$ cat src/rtl/i2cq_pkg.sv
// Shared definitions for the I2C command/receive queue front end.
// Assumes a 3-bit word select on the register side.
package i2cq_pkg;
    typedef enum logic [2:0] {
        SEL_DATA   = 3'd0,
        SEL_TXLVL  = 3'd1,
        SEL_RXLVL  = 3'd2,
        SEL_TXTHR  = 3'd3,
        SEL_RXTHR  = 3'd4,
        SEL_ENABLE = 3'd5,
        SEL_FLAGS  = 3'd6,
        SEL_PARAM  = 3'd7
    } reg_sel_e;

    localparam int FLAG_TX_OVER  = 0;
    localparam int FLAG_RX_UNDER = 1;
    localparam int FLAG_RX_OVER  = 2;
    localparam int FLAG_W        = 3;
endpackage

$ cat src/rtl/i2cq_fifo.sv
// Synchronous circular queue with a level counter and a flush input.
// A push while full or a pop while empty is ignored, and flush wins over both.
// Assumes DEPTH >= 1.
module i2cq_fifo #(
    parameter int W     = 8,
    parameter int DEPTH = 8
) (
    input  logic                         clk,
    input  logic                         rst_n,
    input  logic                         flush,
    input  logic                         push,
    input  logic [W-1:0]                 push_data,
    input  logic                         pop,
    output logic [W-1:0]                 head,
    output logic [$clog2(DEPTH+1)-1:0]   level,
    output logic                         full,
    output logic                         empty
);
    localparam int AW = (DEPTH > 1) ? $clog2(DEPTH) : 1;
    localparam int LW = $clog2(DEPTH + 1);
    localparam logic [AW-1:0] LAST = AW'(DEPTH - 1);

    logic [W-1:0]  mem [DEPTH];
    logic [AW-1:0] wr_ptr, rd_ptr;
    logic          do_push, do_pop;

    assign full    = (level == LW'(DEPTH));
    assign empty   = (level == '0);
    assign do_push = push && !full && !flush;
    assign do_pop  = pop && !empty && !flush;
    assign head    = mem[rd_ptr];

    // Storage write on an accepted push.
    always_ff @(posedge clk) begin
        if (do_push) mem[wr_ptr] <= push_data;
    end

    // Pointer and level bookkeeping.
    always_ff @(posedge clk) begin
        if (!rst_n || flush) begin
            wr_ptr <= '0;
            rd_ptr <= '0;
            level  <= '0;
        end else begin
            if (do_push) wr_ptr <= (wr_ptr == LAST) ? '0 : wr_ptr + 1'b1;
            if (do_pop)  rd_ptr <= (rd_ptr == LAST) ? '0 : rd_ptr + 1'b1;
            case ({do_push, do_pop})
                2'b10:   level <= level + 1'b1;
                2'b01:   level <= level - 1'b1;
                default: level <= level;
            endcase
        end
    end

    assert_level_bound_R4: assert property (@(posedge clk) disable iff (!rst_n)
        level <= LW'(DEPTH));
    assert_flush_empties_R12: assert property (@(posedge clk) disable iff (!rst_n)
        flush |=> (level == '0));
    assert_pop_drops_level_R3: assert property (@(posedge clk) disable iff (!rst_n)
        (pop && !empty && !push && !flush) |=> (level == $past(level) - 1'b1));
endmodule

$ cat src/rtl/i2cq_thresh.sv
// Programmable threshold with write clamping and a level comparator.
// ABOVE=1 flags level > threshold; ABOVE=0 flags level <= threshold.
// Assumes the level never exceeds DEPTH.
module i2cq_thresh #(
    parameter int DEPTH = 8,
    parameter bit ABOVE = 1'b0
) (
    input  logic                         clk,
    input  logic                         rst_n,
    input  logic                         wr_en,
    input  logic [31:0]                  wr_value,
    input  logic [$clog2(DEPTH+1)-1:0]   level,
    output logic [$clog2(DEPTH+1)-1:0]   thr,
    output logic                         hit
);
    localparam int LW = $clog2(DEPTH + 1);
    localparam logic [31:0] MAXV = 32'(DEPTH - 1);

    // Threshold register, clamped to depth minus one on write.
    always_ff @(posedge clk) begin
        if (!rst_n)     thr <= '0;
        else if (wr_en) thr <= (wr_value > MAXV) ? LW'(MAXV) : LW'(wr_value);
    end

    // Comparator direction picked by the ABOVE parameter.
    generate
        if (ABOVE) begin : g_above
            assign hit = (level > thr);
        end else begin : g_at_or_below
            assign hit = (level <= thr);
        end
    endgenerate

    assert_thr_clamped_R8: assert property (@(posedge clk) disable iff (!rst_n)
        thr <= LW'(MAXV));
endmodule

$ cat src/rtl/i2c_cmdq_frontend.sv
// Register-side front end of an I2C master: a transmit/command queue filled by
// host writes, a receive queue filled by the engine, level and threshold
// registers, sticky error flags and a depth parameter word.
// Assumes at most one of reg_wr/reg_rd per cycle and depths of 1..256.
module i2c_cmdq_frontend
    import i2cq_pkg::*;
#(
    parameter int TX_DEPTH = 8,
    parameter int RX_DEPTH = 8
) (
    input  logic        clk,
    input  logic        rst_n,
    input  logic        reg_wr,
    input  logic        reg_rd,
    input  logic [2:0]  reg_addr,
    input  logic [31:0] reg_wdata,
    output logic [31:0] reg_rdata,
    output logic        eng_cmd_valid,
    output logic [8:0]  eng_cmd_data,
    input  logic        eng_cmd_pop,
    input  logic        eng_rx_push,
    input  logic [7:0]  eng_rx_data,
    output logic        irq_tx_empty,
    output logic        irq_rx_full
);
    localparam int TLW = $clog2(TX_DEPTH + 1);
    localparam int RLW = $clog2(RX_DEPTH + 1);
    localparam logic [31:0] PARAM_WORD =
        {8'd0, 8'(TX_DEPTH - 1), 8'(RX_DEPTH - 1), 8'd0};

    reg_sel_e          sel;
    logic              enable_q;
    logic [FLAG_W-1:0] flags_q;
    logic              flush;
    logic              wr_data, rd_data;
    logic [8:0]        tx_entry;
    logic [TLW-1:0]    tx_level, tx_thr;
    logic [RLW-1:0]    rx_level, rx_thr;
    logic              tx_full, tx_empty, rx_full, rx_empty;
    logic [7:0]        rx_head;

    assign sel      = reg_sel_e'(reg_addr);
    assign wr_data  = reg_wr && (sel == SEL_DATA);
    assign rd_data  = reg_rd && (sel == SEL_DATA);
    assign flush    = reg_wr && (sel == SEL_ENABLE) && !reg_wdata[0];
    assign tx_entry = reg_wdata[8] ? 9'h100 : {1'b0, reg_wdata[7:0]};

    i2cq_fifo #(.W(9), .DEPTH(TX_DEPTH)) u_txq (
        .clk(clk), .rst_n(rst_n), .flush(flush),
        .push(wr_data), .push_data(tx_entry),
        .pop(eng_cmd_pop && eng_cmd_valid),
        .head(eng_cmd_data), .level(tx_level),
        .full(tx_full), .empty(tx_empty)
    );

    i2cq_fifo #(.W(8), .DEPTH(RX_DEPTH)) u_rxq (
        .clk(clk), .rst_n(rst_n), .flush(flush),
        .push(eng_rx_push), .push_data(eng_rx_data),
        .pop(rd_data), .head(rx_head), .level(rx_level),
        .full(rx_full), .empty(rx_empty)
    );

    i2cq_thresh #(.DEPTH(TX_DEPTH), .ABOVE(1'b0)) u_txthr (
        .clk(clk), .rst_n(rst_n),
        .wr_en(reg_wr && (sel == SEL_TXTHR)), .wr_value(reg_wdata),
        .level(tx_level), .thr(tx_thr), .hit(irq_tx_empty)
    );

    i2cq_thresh #(.DEPTH(RX_DEPTH), .ABOVE(1'b1)) u_rxthr (
        .clk(clk), .rst_n(rst_n),
        .wr_en(reg_wr && (sel == SEL_RXTHR)), .wr_value(reg_wdata),
        .level(rx_level), .thr(rx_thr), .hit(irq_rx_full)
    );

    assign eng_cmd_valid = enable_q && !tx_empty;

    // Enable bit held from the last write to the enable select.
    always_ff @(posedge clk) begin
        if (!rst_n)                              enable_q <= 1'b0;
        else if (reg_wr && (sel == SEL_ENABLE)) enable_q <= reg_wdata[0];
    end

    // Sticky error flags: write-one-to-clear, with a new event taking priority.
    always_ff @(posedge clk) begin
        if (!rst_n) begin
            flags_q <= '0;
        end else begin
            logic [FLAG_W-1:0] nxt;
            nxt = flags_q;
            if (reg_wr && (sel == SEL_FLAGS)) nxt = nxt & ~reg_wdata[FLAG_W-1:0];
            if (wr_data && tx_full)     nxt[FLAG_TX_OVER]  = 1'b1;
            if (rd_data && rx_empty)    nxt[FLAG_RX_UNDER] = 1'b1;
            if (eng_rx_push && rx_full) nxt[FLAG_RX_OVER]  = 1'b1;
            flags_q <= nxt;
        end
    end

    // Registered read-data mux.
    always_ff @(posedge clk) begin
        if (!rst_n) begin
            reg_rdata <= '0;
        end else if (reg_rd) begin
            case (sel)
                SEL_DATA:   reg_rdata <= rx_empty ? 32'd0 : {24'd0, rx_head};
                SEL_TXLVL:  reg_rdata <= 32'(tx_level);
                SEL_RXLVL:  reg_rdata <= 32'(rx_level);
                SEL_TXTHR:  reg_rdata <= 32'(tx_thr);
                SEL_RXTHR:  reg_rdata <= 32'(rx_thr);
                SEL_ENABLE: reg_rdata <= {31'd0, enable_q};
                SEL_FLAGS:  reg_rdata <= 32'(flags_q);
                SEL_PARAM:  reg_rdata <= PARAM_WORD;
                default:    reg_rdata <= '0;
            endcase
        end
    end

    assert_tx_over_cause_R9: assert property (@(posedge clk) disable iff (!rst_n)
        (flags_q[FLAG_TX_OVER] && !$past(flags_q[FLAG_TX_OVER]))
            |-> $past(reg_wr && reg_addr == 3'd0 && tx_level == TLW'(TX_DEPTH)));
    assert_rx_under_cause_R10: assert property (@(posedge clk) disable iff (!rst_n)
        (flags_q[FLAG_RX_UNDER] && !$past(flags_q[FLAG_RX_UNDER]))
            |-> $past(reg_rd && reg_addr == 3'd0 && rx_level == '0));
    assert_rx_over_keeps_level_R11: assert property (@(posedge clk) disable iff (!rst_n)
        (eng_rx_push && rx_level == RLW'(RX_DEPTH) && !reg_rd && !reg_wr)
            |=> (rx_level == RLW'(RX_DEPTH)));
    assert_cmd_gate_R13: assert property (@(posedge clk) disable iff (!rst_n)
        eng_cmd_valid |-> (enable_q && tx_level != '0));
    assert_irq_hit_R6: assert property (@(posedge clk) disable iff (!rst_n)
        (tx_level == '0) |-> irq_tx_empty);
endmodule

$ cat config.mk
export PLATFORM = sky130hd
export DESIGN_NAME = i2c_cmdq_frontend
export DESIGN_NICKNAME = d
export VERILOG_FILES = /design/src/rtl/i2cq_pkg.sv /design/src/rtl/i2cq_fifo.sv /design/src/rtl/i2cq_thresh.sv /design/src/rtl/i2c_cmdq_frontend.sv
export SDC_FILE = /design/constraint.sdc
export NUM_CORES = 1
export LEC_CHECK = 0
export BUFFER_PORTS_ARGS = -buffer_cell sky130_fd_sc_hd__buf_2
export CAP_MARGIN = 20
export CELL_PAD_IN_SITES_DETAIL_PLACEMENT = 2
export CELL_PAD_IN_SITES_GLOBAL_PLACEMENT = 2
export CORE_MARGIN = 10
export CORE_UTILIZATION = 41
export DETAILED_ROUTE_END_ITERATION = 10
export GPL_TIMING_DRIVEN = 1
export MAX_ROUTING_LAYER = met4
export PLACE_DENSITY = 0.91
export SLEW_MARGIN = 20
export SYNTH_ARGS = -nofsm -noshare
export SYNTH_HDL_FRONTEND = slang
export SYNTH_SLANG_ARGS = --single-unit
$ cat constraint.sdc
create_clock -name clk -period 3.1 [get_ports clk]
set_input_delay 0.62 -clock clk [delete_from_list [all_inputs] [get_ports clk]]
set_output_delay 0.62 -clock clk [all_outputs]
set_load 0.02 [all_outputs]
Word-level counts from Yosys, hierarchy flattened --
Memory sizes are Yosys's and may differ from the RTL's. A register that Yosys moved wholly into a read port is not among the register bits. Cells that the tools add are included.
Cells by class: add/sub/neg operators 8, order comparisons 3, equality and inequality tests 17, multiplexer cells 22, bitwise gates (word level) 2, reduce and logical (&&, ||, !) cells 36
Operator list (count):
- case mux 32 bit (8 select lines) | 1
- > comparator 32 x 3 -> 1 bit, second input constant | 1
- two-way mux 3 bit | 9
- == test 3 bit, second input constant | 8
- logical AND 1 bit | 20
- case mux 4 bit (2 select lines) | 2
- adder 3 x 1 -> 3 bit, second input constant | 4
- nonzero test 2 bit | 5
- two-way mux 9 bit | 1
- adder 4 x 1 -> 4 bit, second input constant | 2
- == test 4 bit, second input constant | 2
- zero test 4 bit | 2
- two-way mux 8 bit | 1
- subtractor 4 x 1 -> 4 bit, second input constant | 2
- zero test 1 bit | 7
- two-way mux 1 bit | 7
- == test 3 x 2 -> 1 bit, second input constant | 2
- == test 2 x 1 -> 1 bit, second input constant | 2
- == test 2 bit, second input constant | 2
- > comparator 4 bit | 1
- <= comparator 4 bit | 1
- two-way mux 4 bit | 1
- bitwise AND 3 bit | 1
- == test 3 x 1 -> 1 bit, second input constant | 1
- 3 further kinds | 3
Word-level totals: register bits after elaboration 64, bits in writable memories 136, input bits 49, output and inout bits 44, memories kept 2
Memories:
- u_txq.mem | depth 8, width 9, rd ports 1, clocked after Yosys merged registers in 1, write ports 1, line i2cq_fifo.sv:23 | logic [W-1:0] mem [DEPTH];
- u_rxq.mem | depth 8, width 8, rd ports 1, clocked after Yosys merged registers in 1, write ports 1, line i2cq_fifo.sv:23

Depth between registers and ports, before layout --
Gate-level depths: netlist (run 1).
word-level depth 8, gate-level depth with buffers 11

Hierarchy --
From an unflattened synthesis (run 1), not the netlist that was laid out.
Second synthesis, totals: cell total of the unflattened synthesis 566, area total of the unflattened synthesis 8160.3 sq um
Modules (own cells, without submodules):
- i2cq_fifo (u_txq) | times used 1, cells each 185, area each 3389.5 sq um, sequential area each 2422.3 sq um
- i2cq_fifo (u_rxq) | times used 1, cells each 174, area each 3093.0 sq um, sequential area each 2182.1 sq um
- i2c_cmdq_frontend | times used 1, cells each 134, area each 1068.5 sq um, sequential area each 260.2 sq um
- i2cq_thresh (u_txthr) | times used 1, cells each 37, area each 305.3 sq um, sequential area each 80.1 sq um
- i2cq_thresh (u_rxthr) | times used 1, cells each 36, area each 304.0 sq um, sequential area each 80.1 sq um

Worst setup path before layout (run 1) --
OpenSTA, ideal clock, no wires.
path kind input -> register, start input reg_addr[2], end register u_rxq.level[2], setup time 0.070 ns, arrival time 2.488 ns, slack 0.542 ns, stages on the path 11, path through buf_6 > nor3_4 > nand3_1 > inv_1 > ha_1 > xor2_1 > ha_1 > a21oi_1 > xor2_1 > or3_1 > a21oi_1
On the way: longest elaborated chain between the ends 7, elaborated cells on any way between the ends 14
Ends and longest elaborated chain:
- start: declaration | line i2c_cmdq_frontend.sv:15 | input logic [2:0] reg_addr,
- == test 3 bit | line i2c_cmdq_frontend.sv:45 | assign flush = reg_wr && (sel == SEL_ENABLE) && !reg_wdata[0];
- logical AND 1 bit (2 in series) | line i2c_cmdq_frontend.sv:45
- zero test 1 bit | line i2cq_fifo.sv:29, i2cq_fifo.sv:30
- logical AND 1 bit, on equally long branches | line i2cq_fifo.sv:30, i2cq_fifo.sv:29
- == test 2 x 1 -> 1 bit / == test 2 bit (equally long branches) | line i2cq_fifo.sv:47 | case ({do_push, do_pop})
- case mux 4 bit (2 select lines) / nonzero test 2 bit (equally long branches)
- end signal: assignment | line i2cq_fifo.sv:48 | 2'b10: level <= level + 1'b1;
- end signal: assignment | line i2cq_fifo.sv:49 | 2'b01: level <= level - 1'b1;
- end signal: assignment | line i2cq_fifo.sv:50 | default: level <= level;
- end: declaration | line i2cq_fifo.sv:15 | output logic [$clog2(DEPTH+1)-1:0] level,
Several ways; a longest one is shown, not always the timed one. A chain may end at the register's enable or synchronous reset.

Worst setup path in the final report (run 1) --
start register u_rxq.level[1], end register u_rxq.level[2]
On the way: longest elaborated chain between the ends 6, elaborated cells on any way between the ends 14
Ends and longest elaborated chain (line):
- == test 4 bit / zero test 4 bit (equally long branches) | i2cq_fifo.sv:27, i2cq_fifo.sv:28
- zero test 1 bit, on equally long branches | i2cq_fifo.sv:29, i2cq_fifo.sv:30
- logical AND 1 bit, on equally long branches (2 in series) | i2cq_fifo.sv:29, i2cq_fifo.sv:30
- == test 2 x 1 -> 1 bit / == test 2 bit (equally long branches) | i2cq_fifo.sv:47
- case mux 4 bit (2 select lines) / nonzero test 2 bit (equally long branches)
Several ways; a longest one is shown, not always the timed one.

==> results of run 1 <==
cell type report:
class	count	area [sq um]	area share, %
Clock inverter	15	203	2.17
Timing Repair Buffer	98	551	5.90
Sequential cell	183	5030	53.9
Clock buffer	17	425	4.56
Tap cell	265	332	3.56
Inverter	12	45.0	0.483
Multi-Input combinational cell	330	2740	29.4
where the power goes:
part           switching [mW]  internal [mW]
Sequential             0.0357           2.66
Clock                    1.05           1.24
Combinational           0.202          0.112
Total                    1.29           4.02
timing repair:
item,CTS,global route
setup endpoints to repair,0,1
buffers inserted,0,0
gates resized for setup,0,1
per-layer routing:
layer  routed length [um]  share of wire [%]  global-route usage (%)  up-vias
li1                     -                  -                       -     2264
met5                    0                  0                       -        -
met4                  592                2.5                    6.64        0
met2                12900                 54                    34.7      125
met3                  879                3.7                    3.83       43
met1                 9410                 40                    20.4     2631
cells by family (layout without fill, tap and decap cells):
logic type / after synthesis / after routing
buffers and inverters: 59 / 142
multiplexers: 67 / 67
flip-flops: 183 / 183
adder cells (fa/ha/maj): 22 / 22
XOR/XNOR: 6 / 6
AO/OA/AOI/OAI: 76 / 76
other: 1 / 18
AND/OR/NAND/NOR: 141 / 141
synth_stat cells (4+ instances only):
| library cell | n | area share [%] |
|---|---|---|
| nor4b_1 | 4 | 0.43 |
| nor3_1 | 7 | 0.43 |
| nand2_1 | 22 | 1.0 |
| dfxtp_1 | 47 | 12 |
| buf_6 | 4 | 0.56 |
| nand4_1 | 8 | 0.62 |
| a21oi_1 | 25 | 1.6 |
| buf_2 | 9 | 0.56 |
| inv_1 | 12 | 0.56 |
| nor2b_1 | 18 | 1.4 |
| nand3_1 | 7 | 0.43 |
| edfxtp_1 | 136 | 51 |
| nand2b_1 | 7 | 0.54 |
| mux2i_1 | 26 | 3.2 |
| o21a_1 | 6 | 0.56 |
| xor2_1 | 6 | 0.65 |
| ha_1 | 22 | 3.4 |
| o21ai_0 | 25 | 1.6 |
| clkbuf_1 | 8 | 0.37 |
| buf_4 | 25 | 2.3 |
| nor2_1 | 28 | 1.3 |
| mux4_2 | 29 | 8.1 |
| mux2_2 | 12 | 1.7 |
| or3_1 | 6 | 0.47 |
| nor4_1 | 8 | 0.62 |
| and3_1 | 4 | 0.31 |
critical path, cell delays in order, from the launching register on:
cell and delay, ps:
dfxtp_1 440, or4_4 550, nand3_1 210, inv_1 180
ha_1 310, xor2_1 170, ha_1 210, a21oi_1 140
xor2_1 110, or3_1 310, a21oi_1 150
metrics by stage:
step / area [sq um] / utilization [%] / cells / worst slack (ps)
finish: 9330 / 48.1 / 920 / 254
global route: 9330 / 48.1 / 920 / 46.7
CTS: 9320 / 48.0 / 920 / 236
detailed placement: 8690 / 44.8 / 888 / 207
global placement: 8690 / 44.8 / 888 / 395
floorplan: 8120 / - / 572 / 542
state kept, by name, summed over array words and instances, names as in the netlist, 4 cells and up, named ones only:
| signal | cells |
|---|---|
| u_txq.mem | 72 |
| u_rxq.mem | 64 |
| reg_rdata | 9 |
| u_rxq.level | 4 |
| u_rxthr.thr | 4 |
| u_txq.level | 4 |
| u_txthr.thr | 4 |
path summary, 6_finish.rpt:
check,to,cells after the start
hold reg to reg,reg_rdata[7],2
setup / recovery,u_rxq.level[2],10
hold / removal,u_rxq.mem[4][6],1
setup reg to reg,u_rxq.level[2],10
==> results.toml, run 1 <==
[yosys]
synth_async_sr_flop_share_pct = 0
synth_edf_count = 136
syn_avg_cell_area_sq_um = 14.5
synth_cell_types = 56
syn_area_sq_mm = 0.00806
synthSimpleGateAreaFrac_pct = 10.3
synth_compound_area_share_pct = 5.81
synthMuxAreaShare_pct = 13.0
yosys_warnings = 0
synth_top_family_by_area = "multiplexers"
synthAdderAreaFrac_pct = 3.42
synth-seq-cells = 183
synth-xor-area-share_pct = 0.652
yosysSeqAreaShare_pct = 62.4
synthCells = 555
synthFlopType = "edfxtp_1"

[setup_path]
crit_start = "u_rxq.level[1]"
worstSetupPathType = "reg2reg"
cp-end-kind = "flop"
r2r_setup_slack_ps = 250
crit_arrival_ps = 3220
critical_path_required_ps = 3470
r2r_start = "u_rxq.level[1]"
path_max_fanout = 10
start_kind = "flop"

[pwr]
ir_drop_mv = 0.398
leakagePower_nw = 3.32
total_power_mw = 5.31
powerDensity_mw_per_mm2 = 569

[die]
die_h_um = 160
die-width_um = 160
dieArea_sq_mm = 0.0257
start_util_pct = 41.5
core_sq_mm = 0.0194
ioPinCount = 93
num_rows = 51

[sta]
worstMarginPinSlew_ps = 871
finalCritPeriodShare_pct = 91.8
slew_headroom_pct = 41.8
grt_setup_unrepaired = "false"
finClkSkew_ps = 7.59
holdWs_ps = 454
setup_violations = 0
max_freq_mhz = 351
finalHoldViolCount = 0
drv_slew = 0
fin_setup_tns_ps = 0
finalCriticalPeriod_ps = 2850

[route]
vias_per_cell = 5.50
drc = 0
finalWirelength_um = 23800
drt_iter0_drc = 335
wire_per_inst_um = 25.9
drtPass1Iterations = 4
via_count = 5063
ant_nets = 0

[global_routing]
grt-ovfl-total = 0
grt_pass1_wl_um = 36500
grt_pass1_vias = 5828
grt_use_total_pct = 19.2
grt_max_degree = 24
antenna_found_initial = 0

[worst_hold_path]
min_from = "eng_rx_data[6]"
hold_path_class = "in2reg"

[cts]
ctsHoldBuffers = 0
clock-sinks = 183
cts.clk_slew.worst_paths_ps = 80
clk_path_buf_depth = 2
clkLatencyLatePin_ps = 440
cts_root_buf = "clkbuf_16"
numCtsBuffers = 17
cts_tree = "yes"
cts_max_level = 4

[finish]
final_cell_mix = "136 x edfxtp_1, 74 x buf_2, 46 x dfxtp_1, 29 x mux4_2, 28 x nor2_1"
fillers = 1869
diodes = 0
nNetsFinal = 713
layout_commonest_cell = "edfxtp_1"
area_growth_pct = 15.8
drive_above_1_share_pct = 28.1

[placement]
gp_congestion = 0.846
dp.final_hpwl_um = 16600
portBuffers = 74

[run]
drv_cap = 0

[status]
outcome = "completed"
Power figures use the tool's default switching activity.
==> run 2: changes to the inputs <==
--- a/config.mk
+++ b/config.mk
@@ -5,7 +5,7 @@
 export SDC_FILE = /design/constraint.sdc
 export NUM_CORES = 1
 export LEC_CHECK = 0
-export BUFFER_PORTS_ARGS = -buffer_cell sky130_fd_sc_hd__buf_2
+export BUFFER_PORTS_ARGS = -buffer_cell sky130_fd_sc_hd__buf_4
 export CAP_MARGIN = 20
 export CELL_PAD_IN_SITES_DETAIL_PLACEMENT = 2
 export CELL_PAD_IN_SITES_GLOBAL_PLACEMENT = 2
==> run 2 against run 1 <==
Worst hold slack got worse by 53 ps. Critical path type unchanged. Fmax down 2.1%. Via count grew 0.28%. Routed wire length shrank 0.28%. Clock power about the same. Clock-buffer cell count unchanged. Power barely moved. Setup slack got worse by 60 ps.
==> results.toml, run 2 (synthesis gave the netlist of run 1 again) <==
[finish]
utilization_pct = 48.9
final_cell_mix = "136 x edfxtp_1, 96 x buf_4, 46 x dfxtp_1, 29 x mux4_2, 28 x nor2_1"
largest_registers = "u_txq.mem: 72 flops, u_rxq.mem: 64 flops, reg_rdata: 9 flops"
largest_reg_flops = 72
diodes = 0
top_register = "u_txq.mem"
layout_commonest_cell = "edfxtp_1"
drive_above_1_share_pct = 28.0
stdcell_count = 918
area_growth_pct = 17.8
nNetsFinal = 711

[setup_path]
crit_arrival_ps = 3260
r2r_cells = 10
start_kind = "flop"
reg2reg_to = "u_rxq.level[2]"
worstPathCellList = "or4_4 -> nand3_2 -> inv_1 -> ha_2 -> xor2_1 -> ha_1 -> a21oi_1 -> xor2_1 -> or3_1 -> a21oi_1"
path_max_fanout = 8
critical_path_required_ps = 3450
crit_path_top_delay_cell = "or4_4"
crit_buf_inv = 1
path_delay_family = "simple AND/OR/NAND/NOR gates"
cp-end-kind = "flop"
worstSetupPathType = "reg2reg"
r2r_setup_slack_ps = 190
r2r_start = "u_rxq.level[0]"
max_stage_delay_ps = 590

[route]
via_count = 5077
ant_nets = 0
drc = 0
finalWirelength_um = 23800
vias_per_cell = 5.53
drt_iter0_drc = 278
wire_per_inst_um = 25.9
drtPass1Iterations = 4

[pwr]
total_power_mw = 5.31
power_switching_mw = 1.34
intPower_mw = 3.97
combPwrFrac_pct = 6.3
powerDensity_mw_per_mm2 = 560
leakagePower_nw = 3.36
swShare_pct = 25.3
seqPwrFrac_pct = 50.8
ir_drop_mv = 0.417
clkPwrFrac_pct = 42.9

[worst_hold_path]
hold_depth = 1
min_from = "eng_rx_data[5]"
min_to = "u_rxq.mem[7][5]"
hold_path_class = "in2reg"

[cts]
cts_tree = "yes"
clk_path_buf_depth = 2
cts.clk_slew.worst_paths_ps = 80
ctsHoldBuffers = 0
cts_root_buf = "clkbuf_16"
clkLatencyLatePin_ps = 450
cts_setup_buffers = 0
cts_max_level = 4
clock-sinks = 183
numCtsBuffers = 17

[status]
outcome = "completed"

[global_routing]
grt_pass1_wl_um = 36700
grt_max_degree = 24
grt_pass1_vias = 5819
grt-ovfl-total = 0
antenna_found_initial = 0
grt_use_total_pct = 19.4

[placement]
post-place-ws_ps = 80.1
dp.final_hpwl_um = 15800
placed_cells = 886
gp_congestion = 0.803
portBuffers = 74

[sta]
finalCriticalPeriod_ps = 2910
setup_slack_ps = 194
fin_setup_tns_ps = 0
max_freq_mhz = 344
grt_setup_unrepaired = "false"
slew_headroom_pct = 46.9
setup_violations = 0
finalCritPeriodShare_pct = 93.7
finClkSkew_ps = 13.0
worstMarginPinSlew_ps = 796
finalHoldViolCount = 0
drv_slew = 0

[die]
start_util_pct = 41.5
ioPinCount = 93
dieArea_sq_mm = 0.0257
die-width_um = 160
die_h_um = 160
core_sq_mm = 0.0194
num_rows = 51

[run]
drv_cap = 0
## run 2: cell types whose count changed in the layout (fill, tap and decap cells not counted), moves of 2 or more
cell	change
clkinv_8	+3
buf_4	+72
clkinv_4	-2
buf_2	-74
## run 2: worst max-delay path by stage
stage | startpoint | end | slack, ps | cells after the start
6_report | u_rxq.level[0] | u_rxq.level[2] | 190 | 10
5_1_grt | u_rxq.level[1] | u_rxq.level[2] | 40 | 9
3_5_place_dp | reg_addr[1] | u_rxq.level[2] | 80 | 11
2_1_floorplan | reg_addr[2] | u_rxq.level[2] | 540 | 11
3_3_place_gp | reg_addr[1] | u_rxq.level[2] | 360 | 10
4_1_cts | u_rxq.level[0] | u_rxq.level[2] | 110 | 10
## run 2: stage by stage
step | hold WS (ps) | cell area, sq um
after floorplan | 436 | 8120
after global placement | 449 | 8860
after detailed placement | 487 | 8860
after CTS | 385 | 9490
after global routing | 404 | 9490
final | 401 | 9490
## run 2: power by group through the flow
stage          Sequential, mW  Combinational [mW]  Clock, mW
2_1_floorplan            2.74               0.199          0
3_3_place_gp             2.74               0.301          0
3_5_place_dp             2.75               0.329          0
4_1_cts                  2.70               0.339       2.32
5_1_grt                  2.70               0.366       2.40
6_report                 2.70               0.336       2.28
## run 2: layout make-up
class / count / area, sq um
Timing Repair Buffer: 96 / 721
Sequential cell: 183 / 5030
Tap cell: 265 / 332
Clock inverter: 15 / 198
Inverter: 12 / 45.0
Fill cell: 1837 / 9910
Multi-Input combinational cell: 330 / 2750
Clock buffer: 17 / 425
## run 2: layer usage
| layer | up-vias | global-route usage, % | part of all wire [%] |
|---|---|---|---|
| li1 | 2254 | - | - |
| met1 | 2617 | 20.9 | 40 |
| met2 | 150 | 33.8 | 53 |
| met3 | 56 | 3.83 | 3.8 |
| met4 | 0 | 8.85 | 3.4 |
| met5 | - | - | 0 |
## run 2: what timing repair did
action                                 CTS  global route
resized for setup                        1             1
setup endpoints to repair                1             1
endpoints found under the hold margin    0             0
pin swaps                                0             0
